==> config.mk <==
export PLATFORM = sky130hd
export DESIGN_NAME = can_txctl_regs
export DESIGN_NICKNAME = d
export VERILOG_FILES = /design/src/rtl/can_txctl_pkg.sv /design/src/rtl/txctl_mbox_flags.sv /design/src/rtl/txctl_wr_decode.sv /design/src/rtl/txctl_rd_mux.sv /design/src/rtl/can_txctl_regs.sv
export SDC_FILE = /design/constraint.sdc
export NUM_CORES = 1
export LEC_CHECK = 0
export ABC_AREA = 1
export ABC_CLOCK_PERIOD_IN_PS = 3700
export BUFFER_PORTS_ARGS = -buffer_cell sky130_fd_sc_hd__buf_4
export CAP_MARGIN = 10
export CORE_MARGIN = 8
export CORE_UTILIZATION = 45
export DETAILED_ROUTE_END_ITERATION = 16
export PLACE_DENSITY_LB_ADDON = 0.25
export SETUP_SLACK_MARGIN = 0.1
export SLEW_MARGIN = 10
export SYNTH_ARGS = -nofsm -noshare
export SYNTH_HDL_FRONTEND = slang
export SYNTH_SLANG_ARGS = --single-unit
==> constraint.sdc <==
create_clock -name clk -period 3.7 [get_ports clk]
set_clock_uncertainty 0.15 [all_clocks]
set_input_delay 0.37 -clock clk [delete_from_list [all_inputs] [get_ports clk]]
set_output_delay 0.37 -clock clk [all_outputs]
set_load 0.005 [all_outputs]
==> src/rtl/can_txctl_pkg.sv <==
// Shared sizes, register offsets and the flag record for the CAN
// mailbox transmit control register bank.
package can_txctl_pkg;
    localparam int NUM_MBOX  = 32;
    localparam int REG_W     = 16;
    localparam int NUM_HW    = NUM_MBOX / REG_W;
    localparam int NUM_REGS  = 3 * NUM_HW;
    localparam int ADDR_W    = $clog2(NUM_REGS);
    localparam int PEND_BASE = 0;
    localparam int CANC_BASE = NUM_HW;
    localparam int ACK_BASE  = 2 * NUM_HW;
    // Mailboxes that can never transmit (mailbox 0 only).
    localparam logic [NUM_MBOX-1:0] RX_ONLY_MASK = NUM_MBOX'(1);

    typedef struct packed {
        logic pend;
        logic canc;
        logic ack;
    } mbox_flags_t;
endpackage

==> src/rtl/txctl_mbox_flags.sv <==
// Flag state of one mailbox: pending, cancel request, acknowledge.
// Assumes tx_done and canc_done come only for a pending mailbox and
// never together. Engine completion has priority over software sets,
// and a transmit success beats a software clear of the acknowledge.
module txctl_mbox_flags
    import can_txctl_pkg::*;
(
    input  logic        clk,
    input  logic        rst_n,
    input  logic        tx_capable,
    input  logic        req_pend,
    input  logic        req_canc,
    input  logic        req_ack_clr,
    input  logic        tx_done,
    input  logic        canc_done,
    output mbox_flags_t flags
);
    mbox_flags_t flags_q;
    mbox_flags_t flags_d;
    logic        finished;

    // Next-state rules for the three flags.
    always_comb begin
        finished = tx_done | canc_done;
        flags_d  = flags_q;
        if (finished) begin
            flags_d.pend = 1'b0;
            flags_d.canc = 1'b0;
        end else begin
            if (req_pend && tx_capable)
                flags_d.pend = 1'b1;
            if (req_canc && tx_capable && flags_q.pend)
                flags_d.canc = 1'b1;
        end
        if (tx_done)
            flags_d.ack = 1'b1;
        else if (req_ack_clr)
            flags_d.ack = 1'b0;
    end

    // Flag storage with synchronous reset.
    always_ff @(posedge clk) begin
        if (!rst_n)
            flags_q <= '0;
        else
            flags_q <= flags_d;
    end

    assign flags = flags_q;
endmodule

==> src/rtl/txctl_wr_decode.sv <==
// Turns a register write into per-mailbox set and clear request masks.
// Each function spans NUM_HW consecutive halfword offsets, lowest
// mailboxes first.
module txctl_wr_decode
    import can_txctl_pkg::*;
(
    input  logic                reg_en,
    input  logic                reg_we,
    input  logic [ADDR_W-1:0]   reg_addr,
    input  logic [REG_W-1:0]    reg_wdata,
    output logic [NUM_MBOX-1:0] pend_set,
    output logic [NUM_MBOX-1:0] canc_set,
    output logic [NUM_MBOX-1:0] ack_clr
);
    logic wr;
    assign wr = reg_en & reg_we;

    for (genvar h = 0; h < NUM_HW; h++) begin : g_hw
        localparam logic [ADDR_W-1:0] P_OFF = ADDR_W'(PEND_BASE + h);
        localparam logic [ADDR_W-1:0] C_OFF = ADDR_W'(CANC_BASE + h);
        localparam logic [ADDR_W-1:0] A_OFF = ADDR_W'(ACK_BASE + h);
        assign pend_set[h*REG_W +: REG_W] = (wr && reg_addr == P_OFF) ? reg_wdata : '0;
        assign canc_set[h*REG_W +: REG_W] = (wr && reg_addr == C_OFF) ? reg_wdata : '0;
        assign ack_clr[h*REG_W +: REG_W]  = (wr && reg_addr == A_OFF) ? reg_wdata : '0;
    end
endmodule

==> src/rtl/txctl_rd_mux.sv <==
// Registered read path: selects one halfword of the flag vectors and
// presents it one cycle later. Undefined offsets and idle cycles give
// zero.
module txctl_rd_mux
    import can_txctl_pkg::*;
(
    input  logic                clk,
    input  logic                rst_n,
    input  logic                reg_en,
    input  logic                reg_we,
    input  logic [ADDR_W-1:0]   reg_addr,
    input  logic [NUM_MBOX-1:0] pend_v,
    input  logic [NUM_MBOX-1:0] canc_v,
    input  logic [NUM_MBOX-1:0] ack_v,
    output logic [REG_W-1:0]    reg_rdata
);
    logic [REG_W-1:0] word_sel;

    // Halfword selection by offset.
    always_comb begin
        word_sel = '0;
        for (int h = 0; h < NUM_HW; h++) begin
            if (reg_addr == ADDR_W'(PEND_BASE + h)) word_sel = pend_v[h*REG_W +: REG_W];
            if (reg_addr == ADDR_W'(CANC_BASE + h)) word_sel = canc_v[h*REG_W +: REG_W];
            if (reg_addr == ADDR_W'(ACK_BASE + h))  word_sel = ack_v[h*REG_W +: REG_W];
        end
    end

    // Read data register, zero when no read was requested.
    always_ff @(posedge clk) begin
        if (!rst_n)
            reg_rdata <= '0;
        else if (reg_en && !reg_we)
            reg_rdata <= word_sel;
        else
            reg_rdata <= '0;
    end
endmodule

==> src/rtl/can_txctl_regs.sv <==
// Top of the CAN mailbox transmit control register bank. Decodes
// software writes, keeps one flag slice per mailbox and serves
// registered reads. Mailbox 0 is forced receive-only. Assumes the
// engine pulses completions only for mailboxes that are in flight.
module can_txctl_regs
    import can_txctl_pkg::*;
(
    input  logic                clk,
    input  logic                rst_n,
    input  logic                reg_en,
    input  logic                reg_we,
    input  logic [ADDR_W-1:0]   reg_addr,
    input  logic [REG_W-1:0]    reg_wdata,
    output logic [REG_W-1:0]    reg_rdata,
    input  logic [NUM_MBOX-1:0] mbox_is_tx,
    input  logic [NUM_MBOX-1:0] eng_tx_done,
    input  logic [NUM_MBOX-1:0] eng_cancel_done,
    output logic [NUM_MBOX-1:0] pend_o,
    output logic [NUM_MBOX-1:0] cancel_o
);
    logic [NUM_MBOX-1:0] pend_set;
    logic [NUM_MBOX-1:0] canc_set;
    logic [NUM_MBOX-1:0] ack_clr;
    logic [NUM_MBOX-1:0] tx_capable;
    logic [NUM_MBOX-1:0] pend_v;
    logic [NUM_MBOX-1:0] canc_v;
    logic [NUM_MBOX-1:0] ack_v;
    mbox_flags_t         flags_a [NUM_MBOX];

    assign tx_capable = mbox_is_tx & ~RX_ONLY_MASK;

    txctl_wr_decode u_dec (
        .reg_en    (reg_en),
        .reg_we    (reg_we),
        .reg_addr  (reg_addr),
        .reg_wdata (reg_wdata),
        .pend_set  (pend_set),
        .canc_set  (canc_set),
        .ack_clr   (ack_clr)
    );

    for (genvar m = 0; m < NUM_MBOX; m++) begin : g_mbox
        txctl_mbox_flags u_flags (
            .clk         (clk),
            .rst_n       (rst_n),
            .tx_capable  (tx_capable[m]),
            .req_pend    (pend_set[m]),
            .req_canc    (canc_set[m]),
            .req_ack_clr (ack_clr[m]),
            .tx_done     (eng_tx_done[m]),
            .canc_done   (eng_cancel_done[m]),
            .flags       (flags_a[m])
        );
        assign pend_v[m] = flags_a[m].pend;
        assign canc_v[m] = flags_a[m].canc;
        assign ack_v[m]  = flags_a[m].ack;
    end

    txctl_rd_mux u_rd (
        .clk       (clk),
        .rst_n     (rst_n),
        .reg_en    (reg_en),
        .reg_we    (reg_we),
        .reg_addr  (reg_addr),
        .pend_v    (pend_v),
        .canc_v    (canc_v),
        .ack_v     (ack_v),
        .reg_rdata (reg_rdata)
    );

    assign pend_o   = pend_v;
    assign cancel_o = canc_v;
endmodule

==> impl_metrics.env <==
export IMPL_worstSetupStartpointType="input port"
export IMPL_rr_startpoint="g_mbox[5].u_flags.flags[2]"
export IMPL_synth_cell_types=22
export IMPL_grt_start_max_net_pins=35
export IMPL_max_vdd_ir_drop_uv=263
export IMPL_combPwrFrac=0.115
export IMPL_first_iter_violations=468
export IMPL_p_sw_uw=603
export IMPL_critPathLaunch="reg_addr[2]"
export IMPL_holdPathStages=3
export IMPL_antenna_found_initial=0
export IMPL_cp_arrival_ns=2.10
export IMPL_wl_mm=17.6
export IMPL_dr_pass1_iters=6
export IMPL_p_clk_frac=0.395
export IMPL_initial_core_util=0.464
export IMPL_maxSlewViolCount=0
export IMPL_crit_family="buffers and inverters"
export IMPL_place_inst=1043
export IMPL_power_frac_seq=0.490
export IMPL_p_sw_frac=0.241
export IMPL_cp_end_kind="flop"
export IMPL_finalHoldViolCount=0
export IMPL_drtAntennaViolNets=0
export IMPL_power_density_mw_per_mm2=366
export IMPL_hold_end="g_mbox[23].u_flags.flags[0]"
export IMPL_syn_inst=741
export IMPL_n_fill_cell=1029
export IMPL_yosysWarnings=0
export IMPL_relSlewSlack=0.258
export IMPL_setup_violations=0
export IMPL_slowest_delay_ns=0.39
export IMPL_rr_endpoint="u_rd.reg_rdata[5]"
export IMPL_die_w_um=122
export IMPL_avgViaCountPerCell=5.09
export IMPL_p_total_uw=2500
export IMPL_area_growth_pct=34.6
export IMPL_crit_top_cell="buf_4"
export IMPL_synth_seq_cells=110
export IMPL_boundaryPins=199
export IMPL_crit_type="input port to flop"
export IMPL_min_period_over_period=0.535
export IMPL_intPower_uw=1900
export IMPL_timing_critical_path_buf_inv=3
export IMPL_cts_root_buf="clkbuf_16"
export IMPL_portBuffers=194
export IMPL_final_cell_area_mm2=0.00683
export IMPL_cts_sinks=110
export IMPL_cp_data_required_time_ns=3.82
export IMPL_grt_pass1_vias=4972
export IMPL_fin_tns_setup_ns=0
export IMPL_min_path_type="input port to flop"
export IMPL_grt_pass1_wl_mm=26.6
export IMPL_placed_cell_area_mm2=0.00653
export IMPL_layout_drive_gt1_share=0.246
export IMPL_die_area_mm2=0.0149
export IMPL_synth_edf_count=0
export IMPL_outcome="finished clean"
export IMPL_rrSetupSlack_ns=2.55
export IMPL_cts_tree="yes"
export IMPL_yosys_top_cells_area="dfxtp_1 (43%), nand2_1 (11%), a21oi_1 (9.3%), inv_1 (8.1%), nand4_1 (7.5%)"
export IMPL_grt_overflow=0
export IMPL_synth_most_common_cell="nand2_1"
export IMPL_crit_slowest_cell="nor2_4"
export IMPL_crit_fanout=21
export IMPL_rows=38
export IMPL_synthesis_area_mm2=0.00507
export IMPL_ys_async_sr_fraction=0
export IMPL_wl_per_cell_um=16.6
export IMPL_htree_levels=3
export IMPL_die_h_um=122
export IMPL_leakage_uw=0.00303
export IMPL_instances_no_fill=1059
export IMPL_numCtsBuffers=9
export IMPL_path_clk_slew_ns=0.07
export IMPL_whs_ns=0.0956
export IMPL_rsz0062_at_grt="no"
export IMPL_grtUsageTotal=0.229
export IMPL_post_cts_setup_buffers=0
export IMPL_hold_buffers=0
export IMPL_fin_crit_ns=1.98
export IMPL_place_gp_congestion=0.875
export IMPL_clk_latency_ns=0.34
export IMPL_antenna_cells=0
export IMPL_final_nets=1033
export IMPL_syn_avg_cell_area_um2=6.85
export IMPL_drv_cap=0
export IMPL_ys_flop_type="dfxtp_1"
export IMPL_worstRegToRegCells=6
export IMPL_core_area_mm2=0.0109
export IMPL_synth_sequential_area_ratio=0.434
export IMPL_synth_area_leader_cell="dfxtp_1"
export IMPL_worstPathCellList="buf_4 -> inv_2 -> buf_4 -> nand3_1 -> nor2_4 -> nand4_1 -> a21oi_1"
export IMPL_synthTopCellsByCount="nand2_1 (154), dfxtp_1 (110), inv_1 (109)"
export IMPL_cts_resized=0
export IMPL_hold_start="eng_tx_done[23]"
export IMPL_hpwl_mm=12.5
export IMPL_max_freq_mhz=506
export IMPL_vias=5386
export IMPL_drc=0
export IMPL_synth_top_area_share=0.434
export IMPL_clockBufferDepth=2
export IMPL_tightestPinTransition_ns=1.11
## cell type report
type | instances | area [um^2] | share of cell area
well taps | 140 | 175 | 0.0257
clock buffers | 12 | 256 | 0.0376
repair buffers | 195 | 1460 | 0.214
multi-input cells | 484 | 2260 | 0.331
inverters | 114 | 428 | 0.0627
clock inverters | 4 | 45.0 | 0.00660
flip-flops and latches | 110 | 2200 | 0.322
## worst min-delay path, cell delays in order
cell     delay [ns]
buf_4          0.09
a21oi_1        0.03
nor2_1         0.06
## cell usage in the layout, fill, tap and decap left out
cell type and instances:
dfxtp_1 110, o21ai_0 17, buf_4 195, inv_2 5, a21oi_1 94, nand3_4 1, nor3_4 1, nor2_4 6
bufinv_16 1, nand3_2 1, nand4_1 61, clkinv_2 3, nand2_2 2, conb_1 2, clkbuf_1 1, nand2_1 154
clkbuf_8 2, nand3_1 48, inv_1 109, o21bai_1 1, nand3b_1 1, nor2_1 95, clkbuf_16 9
## how the worst max path moves through the flow
| stage | end | slack [ns] | depth (start not counted) |
|---|---|---|---|
| finish | g_mbox[2].u_flags.flags[1] | 1.72 | 7 |
| global route | g_mbox[11].u_flags.flags[1] | 1.60 | 7 |
| CTS | g_mbox[10].u_flags.flags[1] | 1.71 | 7 |
| detailed placement | g_mbox[10].u_flags.flags[1] | 1.34 | 7 |
| global placement | g_mbox[9].u_flags.flags[1] | 1.40 | 7 |
| floorplan | g_mbox[0].u_flags.flags[0] | 2.15 | 8 |
## sequential cells by signal (all words and copies together), names as in the netlist
name / cells
u_rd.reg_rdata: 16
g_mbox.u_flags.flags: 94
## logic make-up (layout without fill, tap and decap cells)
logic type,Yosys count,after routing,share of synthesized area
other,1,2,0.000739
buffers and inverters,148,325,0.122
and+or+nand+nor,370,370,0.333
DFF,110,110,0.434
AOI/OAI and AO/OA,112,112,0.111
## per-layer routing
metal  global-route usage  part of all wire  vias to the layer above
met5                    0                 0                        -
met4               0.0586             0.011                        0
met3               0.0481             0.084                       14
met2                0.380              0.48                      201
met1                0.297              0.43                     2453
li1                     -                 -                     2718
## stage by stage
stage / utilization / worst slack, ns
2_1_floorplan: - / 2.15
3_3_place_gp: 0.597 / 1.40
3_5_place_dp: 0.597 / 1.34
4_1_cts: 0.624 / 1.71
5_1_grt: 0.624 / 1.60
6_report: 0.624 / 1.72
## power by group through the flow
stage                     Sequential, uW  Combinational [uW]  Clock [uW]
after floorplan                     1250                 125           0
after global placement              1250                 281           0
after detailed placement            1250                 285           0
after CTS                           1220                 285         999
after global routing                1230                 313        1060
final                               1230                 287         987
Note: power is estimated with default switching activity, not from simulation.
